--- config.mk ---
export PLATFORM = sky130hd
export DESIGN_NAME = life_comp_pwm
export DESIGN_NICKNAME = d
export VERILOG_FILES = /design/src/rtl/life_comp_pkg.sv /design/src/rtl/lc_band_select.sv /design/src/rtl/lc_width_lut.sv /design/src/rtl/lc_prescaler.sv /design/src/rtl/lc_pwm_core.sv /design/src/rtl/life_comp_pwm.sv
export SDC_FILE = /design/constraint.sdc
export NUM_CORES = 1
export LEC_CHECK = 0
export BUFFER_PORTS_ARGS = -buffer_cell sky130_fd_sc_hd__buf_4
export CAP_MARGIN = 5
export CORE_MARGIN = 2
export CORE_UTILIZATION = 60
export DETAILED_ROUTE_END_ITERATION = 10
export GPL_ROUTABILITY_DRIVEN = 0
export GPL_TIMING_DRIVEN = 0
export PLACE_DENSITY = 0.79
export SLEW_MARGIN = 5
export SYNTH_ARGS = -nofsm -noshare
export SYNTH_HDL_FRONTEND = slang
export SYNTH_SLANG_ARGS = --single-unit
--- constraint.sdc ---
create_clock -name clk_i -period 5 [get_ports clk_i]
set_input_delay 1 -clock clk_i [delete_from_list [all_inputs] [get_ports clk_i]]
set_output_delay 1 -clock clk_i [all_outputs]
set_load 0.02 [all_outputs]
--- src/rtl/life_comp_pkg.sv ---
// Package: shared constants and the band-to-width schedule for the
// lifetime compensation PWM. Assumes a fixed eleven-band schedule.
package life_comp_pkg;

    localparam int NUM_BANDS = 11;
    localparam int LAST_BAND = NUM_BANDS - 1;
    localparam int BAND_W    = $clog2(NUM_BANDS);
    localparam int WIDTH_W   = 8;

    typedef logic [BAND_W-1:0]  band_t;
    typedef logic [WIDTH_W-1:0] width_t;

    // Pulse width (in counts of a 255-count period) for each age band.
    function automatic width_t band_width(input band_t idx);
        width_t w;
        case (idx)
            4'd0:    w = 8'd115;
            4'd1:    w = 8'd108;
            4'd2:    w = 8'd100;
            4'd3:    w = 8'd92;
            4'd4:    w = 8'd85;
            4'd5:    w = 8'd77;
            4'd6:    w = 8'd69;
            4'd7:    w = 8'd61;
            4'd8:    w = 8'd54;
            4'd9:    w = 8'd46;
            default: w = 8'd38;
        endcase
        return w;
    endfunction

endpackage

--- src/rtl/lc_band_select.sv ---
// Module: maps the service age (hundreds of hours) to a band index.
// Assumes: ages beyond the last band saturate at the last band.
module lc_band_select
    import life_comp_pkg::*;
#(
    parameter int HOURS_W = 8
) (
    input  logic [HOURS_W-1:0] hours_i,
    output band_t              band_o
);

    localparam int EXT_W = (HOURS_W > BAND_W) ? HOURS_W : BAND_W;

    logic [EXT_W-1:0] hours_ext;

    // Widen the age, then clamp it to the last band.
    always_comb begin
        hours_ext = EXT_W'(hours_i);
        if (hours_ext > EXT_W'(LAST_BAND))
            band_o = band_t'(LAST_BAND);
        else
            band_o = hours_ext[BAND_W-1:0];
    end

endmodule

--- src/rtl/lc_width_lut.sv ---
// Module: looks up the pulse width for a band index.
// Assumes: the band index is already clamped to the valid range.
module lc_width_lut
    import life_comp_pkg::*;
(
    input  band_t  band_i,
    output width_t width_o
);

    // Combinational schedule lookup.
    always_comb width_o = band_width(band_i);

endmodule

--- src/rtl/lc_prescaler.sv ---
// Module: produces a one-clock count enable every TICK_DIV clocks.
// Assumes: TICK_DIV >= 1; with TICK_DIV == 1 the enable is always high.
module lc_prescaler #(
    parameter int TICK_DIV = 4096
) (
    input  logic clk_i,
    input  logic rst_n_i,
    output logic tick_o
);

    localparam int DIV_W = (TICK_DIV > 1) ? $clog2(TICK_DIV) : 1;
    localparam logic [DIV_W-1:0] DIV_LAST = DIV_W'(TICK_DIV - 1);

    logic [DIV_W-1:0] div_q;

    assign tick_o = (div_q == DIV_LAST);

    // Free-running divider, wraps when the enable fires.
    always_ff @(posedge clk_i) begin
        if (!rst_n_i)
            div_q <= '0;
        else if (tick_o)
            div_q <= '0;
        else
            div_q <= div_q + 1'b1;
    end

endmodule

--- src/rtl/lc_pwm_core.sv ---
// Module: PWM period counter and comparator with a registered output.
// Assumes: the next width is stable enough to be taken at any period wrap;
// the active width is only replaced at the wrap.
module lc_pwm_core
    import life_comp_pkg::*;
#(
    parameter int PERIOD = 255
) (
    input  logic   clk_i,
    input  logic   rst_n_i,
    input  logic   tick_i,
    input  width_t next_width_i,
    output logic [$clog2(PERIOD)-1:0] cnt_o,
    output width_t width_o,
    output logic   pwm_o
);

    localparam int CNT_W = $clog2(PERIOD);
    localparam logic [CNT_W-1:0] CNT_LAST = CNT_W'(PERIOD - 1);

    logic [CNT_W-1:0] cnt_q;
    width_t           width_q;
    logic             pwm_q;
    logic             wrap;

    assign wrap = tick_i && (cnt_q == CNT_LAST);

    // Period counter: advance on each enable, wrap after the last count.
    always_ff @(posedge clk_i) begin
        if (!rst_n_i)
            cnt_q <= '0;
        else if (wrap)
            cnt_q <= '0;
        else if (tick_i)
            cnt_q <= cnt_q + 1'b1;
    end

    // Active width: band 0 at reset, refreshed only at the period wrap.
    always_ff @(posedge clk_i) begin
        if (!rst_n_i)
            width_q <= band_width('0);
        else if (wrap)
            width_q <= next_width_i;
    end

    // Registered compare output, held low in reset.
    always_ff @(posedge clk_i) begin
        if (!rst_n_i)
            pwm_q <= 1'b0;
        else
            pwm_q <= (WIDTH_W'(cnt_q) < width_q);
    end

    assign cnt_o   = cnt_q;
    assign width_o = width_q;
    assign pwm_o   = pwm_q;

endmodule

--- src/rtl/life_comp_pwm.sv ---
// Module: top of the lifetime compensation PWM scheduler. Converts a lamp
// age in hundreds of hours into a stepped-down PWM duty for a driver's
// compensation input. Assumes the age input is synchronous to clk_i.
module life_comp_pwm
    import life_comp_pkg::*;
#(
    parameter int HOURS_W  = 8,
    parameter int TICK_DIV = 4096,
    parameter int PERIOD   = 255
) (
    input  logic               clk_i,
    input  logic               rst_n_i,
    input  logic [HOURS_W-1:0] life_hundreds_i,
    output logic               pwm_o
);

    localparam int CNT_W = $clog2(PERIOD);

    band_t            band;
    width_t           next_width;
    width_t           width_q;
    logic [CNT_W-1:0] cnt_q;
    logic             tick;

    lc_band_select #(.HOURS_W(HOURS_W)) band_i (
        .hours_i (life_hundreds_i),
        .band_o  (band)
    );

    lc_width_lut lut_i (
        .band_i  (band),
        .width_o (next_width)
    );

    lc_prescaler #(.TICK_DIV(TICK_DIV)) pre_i (
        .clk_i   (clk_i),
        .rst_n_i (rst_n_i),
        .tick_o  (tick)
    );

    lc_pwm_core #(.PERIOD(PERIOD)) core_i (
        .clk_i        (clk_i),
        .rst_n_i      (rst_n_i),
        .tick_i       (tick),
        .next_width_i (next_width),
        .cnt_o        (cnt_q),
        .width_o      (width_q),
        .pwm_o        (pwm_o)
    );

endmodule

==> results of run 1 <==
cell type report:
type                            count  area, um^2
Multi-Input combinational cell    126         882
Fill cell                         201         787
Sequential cell                    28         561
Timing Repair Buffer                8        60.1
Inverter                           15        56.3
Tap cell                           30        37.5
Clock buffer                        4        36.3
Buffer                              3        12.5
kinds of logic after synthesis:
logic type / Yosys count
compound gates: 32
xor+xnor: 14
fa+ha+maj: 14
buf+inv: 18
flops: 28
mux: 1
simple gates: 65
critical path, stage by stage:
cell and delay [ns]:
buf_4 0.11, nor4_1 0.48, nand3_1 0.22, ha_1 0.32
o31ai_1 0.06, a2111oi_0 0.50, a31oi_1 0.07
placed cells by master (no fill, tap or decap), types with 4 or more instances in the layout:
| cell | n |
|---|---|
| a21oi_1 | 7 |
| nor2_1 | 22 |
| nand2_1 | 6 |
| buf_4 | 8 |
| inv_1 | 14 |
| dfxtp_1 | 28 |
| a211oi_1 | 4 |
| o21ai_0 | 4 |
| nand3_1 | 9 |
| ha_1 | 14 |
| xnor2_1 | 12 |
| nor4_1 | 7 |
metrics by stage:
step | hold WS (ns) | cell area, um^2 | cells | utilization | setup slack [ns]
2_1_floorplan | 0.430 | 1510 | 172 | - | 2.56
3_3_place_gp | 0.444 | 1610 | 210 | 0.662 | 2.18
3_5_place_dp | 0.462 | 1610 | 210 | 0.662 | 2.10
4_1_cts | 0.479 | 1650 | 214 | 0.676 | 2.46
5_1_grt | 0.516 | 1650 | 214 | 0.676 | 2.22
6_report | 0.481 | 1650 | 214 | 0.676 | 2.46
routing by layer:
layer,global-route usage,wire length [um]
met1,0.341,1470
met2,0.386,1390
met3,0.0250,74
met4,0.0500,29
met5,0,0
registers in the layout (all words and copies together), names as in the netlist:
register / cells
core_i.cnt_o: 8
core_i.width_o: 7
core_i.pwm_o: 1
pre_i.div_q: 12
power breakdown:
group / leakage (nW) / switching, mW / internal [mW]
Sequential: 0.227 / 0.00239 / 0.226
Clock: 0.0210 / 0.0688 / 0.0446
Combinational: 0.400 / 0.0111 / 0.00854
Total: 0.648 / 0.0823 / 0.279
worst paths after layout:
kind / endpoint / slack [ns] / cells after the start
worst min-delay path: core_i.width_o[1] / 0.48 / 2
worst min register to register: core_i.width_o[1] / 0.48 / 2
worst max register to register: core_i.cnt_o[1] / 2.79 / 6
worst max-delay path: core_i.width_o[4] / 2.46 / 7
==> metrics.txt, run 1 <==
fin crit period=2.54 ns; CTS root buffer=clkbuf_4; Initial Utilization=0.621; area grow syn2layout=8.86%; post-synthesis cell count=172; H-tree levels=1; top-level port count=11; DRC=0; CTS Sinks=28; mux cell area share after synthesis=0.00662; #FFs+latches synth=28; Max Root-Sink Buffers=2; wire per inst=13.9 um; drt initial violations=42; Compound-Gate Fraction of Synth Area=0.148; fin crit share=0.507; postcts setup bufs=0; setup tns final=0 ns; area of the die=2940 um^2; Die Wd=54.2 um; share of cells above drive strength 1=0.0924; crit end category=flip-flop; combinational family with the most area after synthesis=simple AND/OR/NAND/NOR gates; post-synthesis cell area=1510 um^2; first-pass GRT wire length=5140 um; VDD IR-drop max=0.182 mV; pwr dens=219 nW/um^2; grt total ovfl=0; Final Hold Violating Endpoints=0; kind of critical path=input pin to flip-flop; Async SR Flop Fraction=0; Initial DRT Pass Iterations=4; Avg Inst Size Synth=8.79 um^2; startpoint type of the worst setup path=input pin; Crit Path Max Fanout=3; detail-routed via count per cell=5.94; largest net degree at the start of global routing=16; TritonCTS Buffers=3; Synth area leaders=dfxtp_1 (37%), ha_1 (12%), xnor2_1 (7.0%); YS warnings=0; RSZ-0062 raised after global routing=no; area leader, netlist=dfxtp_1; hold_buf cts=0; crit path DAT=2.76 ns; share of the synthesized area in the top cell type=0.371; Slew HR=0.631; Overall Global Routing Usage=0.238; worst-margin pin slew=0.550 ns; Post-Synth Adder-Cell Area=0.116; total power=0.361 mW; Post-synth top cells=dfxtp_1 (28), nor2_1 (22), ha_1 (14), inv_1 (14), xnor2_1 (12); Setup crit start=life_hundreds_i[7]; simple-gate share of the synthesized area=0.232; CP required=5.22 ns; fmax=394 MHz; hold path startpoint=core_i.width_o[1]; core area=2430 um^2; Chip Height=54.2 um; syn nets=196; post-synth cell types=40; Slew Limit Fails=0; most used flip-flop cell after synthesis=dfxtp_1; worst hold path type=flip-flop to flip-flop; EDFF count, synth=0; sequential-to-total area share from yosys stat=0.371; Setup-failing EPs final=0; vias in the first global route=1,128; post-CTS resize count=0; CTS tree=yes; Max Cap Violations=0; detailed placement HPWL=2250 um; post-route ant nets=0; Via Count=1,272; PortBufs=8; initial antenna violation count=0; post-synthesis xor/xnor area fraction=0.0811; most common cell in the netlist=dfxtp_1; Reg clk slew, reported paths=0.15 ns; Clock Skew=0.00405 ns; Clock Latency Late Sink=0.33 ns; Ant. Diodes=0; nets=209; status=finished, final reports clean; Crit Reg-Reg Startpoint=pre_i.div_q[0]; cell leakage power=0.648 nW; FP Rows=18; final WL=2970 um
(Power assumes the default switching activity.)
==> run 2: changes to the inputs <==
--- a/config.mk
+++ b/config.mk
@@ -8,11 +8,11 @@
 export BUFFER_PORTS_ARGS = -buffer_cell sky130_fd_sc_hd__buf_4
 export CAP_MARGIN = 5
 export CORE_MARGIN = 2
-export CORE_UTILIZATION = 60
+export CORE_UTILIZATION = 58
 export DETAILED_ROUTE_END_ITERATION = 10
 export GPL_ROUTABILITY_DRIVEN = 0
 export GPL_TIMING_DRIVEN = 0
-export PLACE_DENSITY = 0.79
+export PLACE_DENSITY = 0.77
 export SLEW_MARGIN = 5
 export SYNTH_ARGS = -nofsm -noshare
 export SYNTH_HDL_FRONTEND = slang
==> constraint.sdc (replaced) <==
create_clock -name clk_i -period 2.5 [get_ports clk_i]
set_input_delay 0.5 -clock clk_i [delete_from_list [all_inputs] [get_ports clk_i]]
set_output_delay 0.5 -clock clk_i [all_outputs]
set_load 0.02 [all_outputs]
==> run 2 against run 1 <==
Worst hold slack improved by 0.017 ns; design area rose by 0.99%; critical path depth fell by 1; combinational power rose by 100%; wire length rose by 5.8%; first-iteration DRC count fell by 31%; power rose by 120%; count of clock-buffer cells in the layout fell by 1; register-to-register slack got worse by 2.6 ns; utilization fell by 0.57 points; clock skew rose by 0.0080 ns; critical path type is now flip-flop to flip-flop; critical endpoint is now core_i.cnt_o[4]; largest power group unchanged.
==> metrics.txt, run 2 (same netlist as run 1, synthesis figures left out) <==
area grow syn2layout=9.93%; fin crit share=0.915; kind of critical path=flip-flop to flip-flop; fmax=437 MHz; setup tns final=0 ns (unchanged); drt initial violations=29 (-31%); Clock Skew=0.0121 ns (+0.00803 ns); H-tree levels=1 (unchanged); cell area after layout=1660 um^2 (+0.99%); DRC=0 (unchanged); crit end category=flip-flop; largest net degree at the start of global routing=17 (+1); post-CTS resize count=0 (unchanged); grt total ovfl=0 (unchanged); PortBufs=8 (unchanged); Chip Height=55.1 um (+1.6%); max FFs per register=12 (unchanged); CTS Sinks=28 (unchanged); most frequent cells in the layout=dfxtp_1 (28), nor2_1 (22), inv_1 (14), ha_1 (14), xnor2_1 (12); hold path startpoint=pre_i.div_q[0]; pwr dens=475 nW/um^2 (+120%); Die Wd=55.1 um (+1.6%); crit path DAT=2.50 ns (-0.26 ns); Slew HR=0.584 (-0.0469); nets=209 (unchanged); Clock Latency Late Sink=0.32 ns (about the same); fin crit period=2.29 ns; FP Rows=18 (unchanged); Crit Reg-Reg Startpoint=pre_i.div_q[0]; hold_buf cts=0 (unchanged); Setup crit start=pre_i.div_q[0]; cell leakage power=0.655 nW (+1.1%); Final Hold Violating Endpoints=0 (unchanged); Reg with most FFs=pre_i.div_q; area of the die=3030 um^2 (+3.2%); Max Cap Violations=0 (unchanged); CP required=2.71 ns (-2.51 ns); vias in the first global route=1,225 (+8.6%); Reg clk slew, reported paths=0.16 ns (about the same); fillers=211 (+5.0%); area of the multi-input gates=882 um^2 (unchanged); top-level port count=11 (unchanged); Setup-failing EPs final=0 (unchanged); Ant. Diodes=0 (unchanged); Max Root-Sink Buffers=2 (unchanged); worst hold path type=flip-flop to flip-flop; TritonCTS Buffers=3 (unchanged); most common cell after layout, fill and taps aside=dfxtp_1; final WL=3150 um (+5.8%); post-route ant nets=0 (unchanged); first-pass GRT wire length=5230 um (+1.8%); placed cell area=1610 um^2 (unchanged); detail-routed via count per cell=5.97 (+0.39%); Slew Limit Fails=0 (unchanged); RSZ-0062 raised after global routing=no; initial antenna violation count=0 (unchanged); Crit Path Max Fanout=10 (+7); startpoint type of the worst setup path=flip-flop; detailed placement HPWL=2390 um (+6.3%); postcts setup bufs=0 (unchanged); share of cells above drive strength 1=0.0924 (unchanged); worst-margin pin slew=0.620 ns (+0.0699 ns); status=finished, final reports clean; Initial DRT Pass Iterations=4 (unchanged); CTS tree=yes; Seq. cell area=561 um^2 (unchanged); Via Count=1,277 (+0.39%); core area=2480 um^2 (+1.9%); Initial Utilization=0.610 (-0.0113); Overall Global Routing Usage=0.237 (-0.000700); VDD IR-drop max=0.378 mV (+110%); wire per inst=14.7 um (+5.8%); CTS root buffer=clkbuf_4
[run 2: cell type report]
type                       count  share of cell area
timing repair buffer           8              0.0361
clock inverter                 1              0.0181
tap                           30              0.0226
buffer                         3             0.00753
inverter                      15              0.0339
sequential                    28               0.337
clock buffer                   3              0.0136
multi-input combinational    126               0.531
[run 2: final timing paths]
kind	slack [ns]	depth (start not counted)	endpoint
max	0.21	6	core_i.cnt_o[4]
max reg2reg	0.21	6	core_i.cnt_o[4]
min	0.50	1	pre_i.div_q[0]
min reg2reg	0.50	1	pre_i.div_q[0]
[run 2: stage by stage]
step / instances / hold slack, ns / util / power, mW / setup slack, ns
after CTS: 214 / 0.501 / 0.671 / 0.796 / 0.197
after global routing: 214 / 0.518 / 0.671 / 0.815 / 0.0202
after global placement: 210 / 0.445 / 0.649 / 0.503 / 0.183
after detailed placement: 210 / 0.463 / 0.649 / 0.505 / 0.0665
after floorplan: 172 / 0.430 / - / 0.487 / 0.557
final: 214 / 0.498 / 0.671 / 0.789 / 0.212
[run 2: report_power, final]
group	switching (mW)	internal, mW	leakage, nW
clock network	0.131	0.162	0.0279
registers	0.00503	0.451	0.227
logic	0.0222	0.0170	0.400
total	0.159	0.630	0.655
[run 2: worst max-delay path, stage by stage, from the launching register on]
cell,delay [ns]
dfxtp_1,0.41
ha_1,0.28
nand4_4,0.19
or3_1,0.45
buf_2,0.21
o21ai_1,0.53
nor2_1,0.12
[run 2: routing by layer]
layer / part of all wire / global-route usage
met1: 0.43 / 0.285
met2: 0.52 / 0.444
met3: 0.036 / 0.0376
met4: 0.012 / 0.0447
met5: 0 / 0
==> run 3: changes to the inputs <==
--- a/config.mk
+++ b/config.mk
@@ -8,11 +8,10 @@
 export BUFFER_PORTS_ARGS = -buffer_cell sky130_fd_sc_hd__buf_4
 export CAP_MARGIN = 5
 export CORE_MARGIN = 2
-export CORE_UTILIZATION = 58
+export CORE_UTILIZATION = 46
 export DETAILED_ROUTE_END_ITERATION = 10
 export GPL_ROUTABILITY_DRIVEN = 0
 export GPL_TIMING_DRIVEN = 0
-export PLACE_DENSITY = 0.77
 export SLEW_MARGIN = 5
 export SYNTH_ARGS = -nofsm -noshare
 export SYNTH_HDL_FRONTEND = slang
==> run 3 against run 2 <==
Global-route usage decreased by 4.9 points; critical path depth unchanged; count of clock-buffer cells in the layout is the same; utilization decreased by 13 points; largest power group unchanged.
==> metrics.txt, run 3 (same netlist as run 1, synthesis figures left out) <==
status=finished, final reports clean; DRC=0 (unchanged); worst hold path type=flip-flop to flip-flop; VDD IR-drop max=0.353 mV (-6.8%); post-route ant nets=0 (unchanged); Cells after DPL=224 (+6.7%); setup slack, reg-to-reg=0.26 ns (+0.04 ns); Seq. cell area=561 um^2 (unchanged); area of the die=3760 um^2 (+24%); final worst hold slack=0.487 ns (-0.0112 ns); fin crit share=0.898 (-0.0175); CTS tree=yes; Max Cap Violations=0 (unchanged); Final Hold Violating Endpoints=0 (unchanged); first-pass GRT wire length=5340 um (+2.1%); CTS Sinks=28 (unchanged); fin crit period=2.24 ns (-0.0437 ns); kind of critical path=flip-flop to flip-flop; top-level port count=11 (unchanged); startpoint type of the worst setup path=flip-flop; most common cell after layout, fill and taps aside=dfxtp_1; final WL=2900 um (-7.8%); Slew Limit Fails=0 (unchanged); vias in the first global route=1,217 (-0.65%); Overall Global Routing Usage=0.188 (-0.0492); CTS root buffer=clkbuf_4; area of the multi-input gates=882 um^2 (unchanged); Worst Setup Slack post-DPL=0.141 ns (+0.0749 ns); Non-Filler Instances=228 (+6.5%); CP required=2.70 ns (about the same); core area=3080 um^2 (+24%); Max Root-Sink Buffers=2 (unchanged); placed cell area=1630 um^2 (+1.1%); detail-routed via count per cell=5.41 (-9.4%); Initial Utilization=0.491 (-0.119); wire per inst=12.7 um (-13%); RSZ-0062 raised after global routing=no; share of cells above drive strength 1=0.0924 (unchanged); most frequent cells in the layout=dfxtp_1 (28), nor2_1 (22), inv_1 (14), ha_1 (14), xnor2_1 (12); drt initial violations=50 (+72%); Slew HR=0.594 (+0.0105); Setup-failing EPs final=0 (unchanged); Crit Reg-Reg Startpoint=pre_i.div_q[0]; fillers=305 (+45%); largest net degree at the start of global routing=17 (unchanged); hold endpoint=pre_i.div_q[0]; Die Wd=61.3 um (+11%); post-CTS resize count=0 (unchanged); Clock Skew=0.00858 ns (-0.00351 ns); crit end category=flip-flop; Via Count=1,233 (-3.4%); Worst Hold Depth=1 (unchanged); max FFs per register=12 (unchanged); Worst Slack Setup Final=0.255 ns (+0.0437 ns); cell area after layout=1680 um^2 (+1.1%); Crit Path Max Fanout=10 (unchanged); crit path DAT=2.45 ns (-0.05 ns); hold path startpoint=pre_i.div_q[0]; TritonCTS Buffers=3 (unchanged); total power=0.792 mW (+0.37%); grt total ovfl=0 (unchanged); Clock Latency Late Sink=0.33 ns (about the same); Worst R2R Path Depth=6 (unchanged); Ant. Diodes=0 (unchanged); PortBufs=8 (unchanged); hold_buf cts=0 (unchanged); FP Rows=20 (+2); area grow syn2layout=11.1%; initial antenna violation count=0 (unchanged); H-tree levels=1 (unchanged); postcts setup bufs=0 (unchanged); pwr dens=472 nW/um^2 (-0.68%); Core Util, Final=0.546 (-0.125); Reg with most FFs=pre_i.div_q; Chip Height=61.3 um (+11%); Initial DRT Pass Iterations=4 (unchanged); nets=209 (unchanged); FF-to-FF End=core_i.cnt_o[1]; fmax=445 MHz (+1.9%); detailed placement HPWL=2290 um (-4.2%); Reg clk slew, reported paths=0.15 ns (about the same); cell leakage power=0.655 nW (unchanged); setup tns final=0 ns (unchanged); worst-margin pin slew=0.604 ns (-0.0157 ns)
run 3: cell counts in the layout (fill, tap and decap cells not counted):
No cell type changed its count.
run 3: worst max path at each step:
stage,start,end,cells after the start
after floorplan,life_hundreds_i[7],core_i.width_o[1],6
after global routing,pre_i.div_q[0],core_i.cnt_o[1],6
after CTS,pre_i.div_q[0],core_i.cnt_o[1],6
after detailed placement,life_hundreds_i[7],core_i.width_o[1],7
after global placement,life_hundreds_i[7],core_i.width_o[1],7
final,pre_i.div_q[0],core_i.cnt_o[1],6
run 3: final cells by class:
cell class | count | share of cell area
Timing Repair Buffer | 8 | 0.0358
Clock inverter | 1 | 0.0179
Multi-Input combinational cell | 126 | 0.525
Tap cell | 44 | 0.0328
Sequential cell | 28 | 0.334
Inverter | 15 | 0.0335
Clock buffer | 3 | 0.0134
Buffer | 3 | 0.00745
run 3: critical path: stages (launching register included):
cell and delay (ns):
dfxtp_1 0.40, ha_1 0.27, nand4_4 0.19, or3_1 0.43, buf_2 0.20, o21ai_1 0.52, a211oi_1 0.10
run 3: layer usage:
layer	part of all wire	track usage	vias to the layer above
met5	0	0	-
met4	0.0079	0.0466	0
met3	0.024	0.0273	4
met2	0.46	0.312	13
met1	0.51	0.258	575
li1	-	-	641
run 3: power breakdown:
group | total, mW | internal (mW) | leakage [nW] | switching [mW]
clock | 0.296 | 0.162 | 0.0279 | 0.134
sequential | 0.456 | 0.451 | 0.227 | 0.00480
combinational | 0.0394 | 0.0171 | 0.400 | 0.0223
total | 0.792 | 0.631 | 0.655 | 0.161
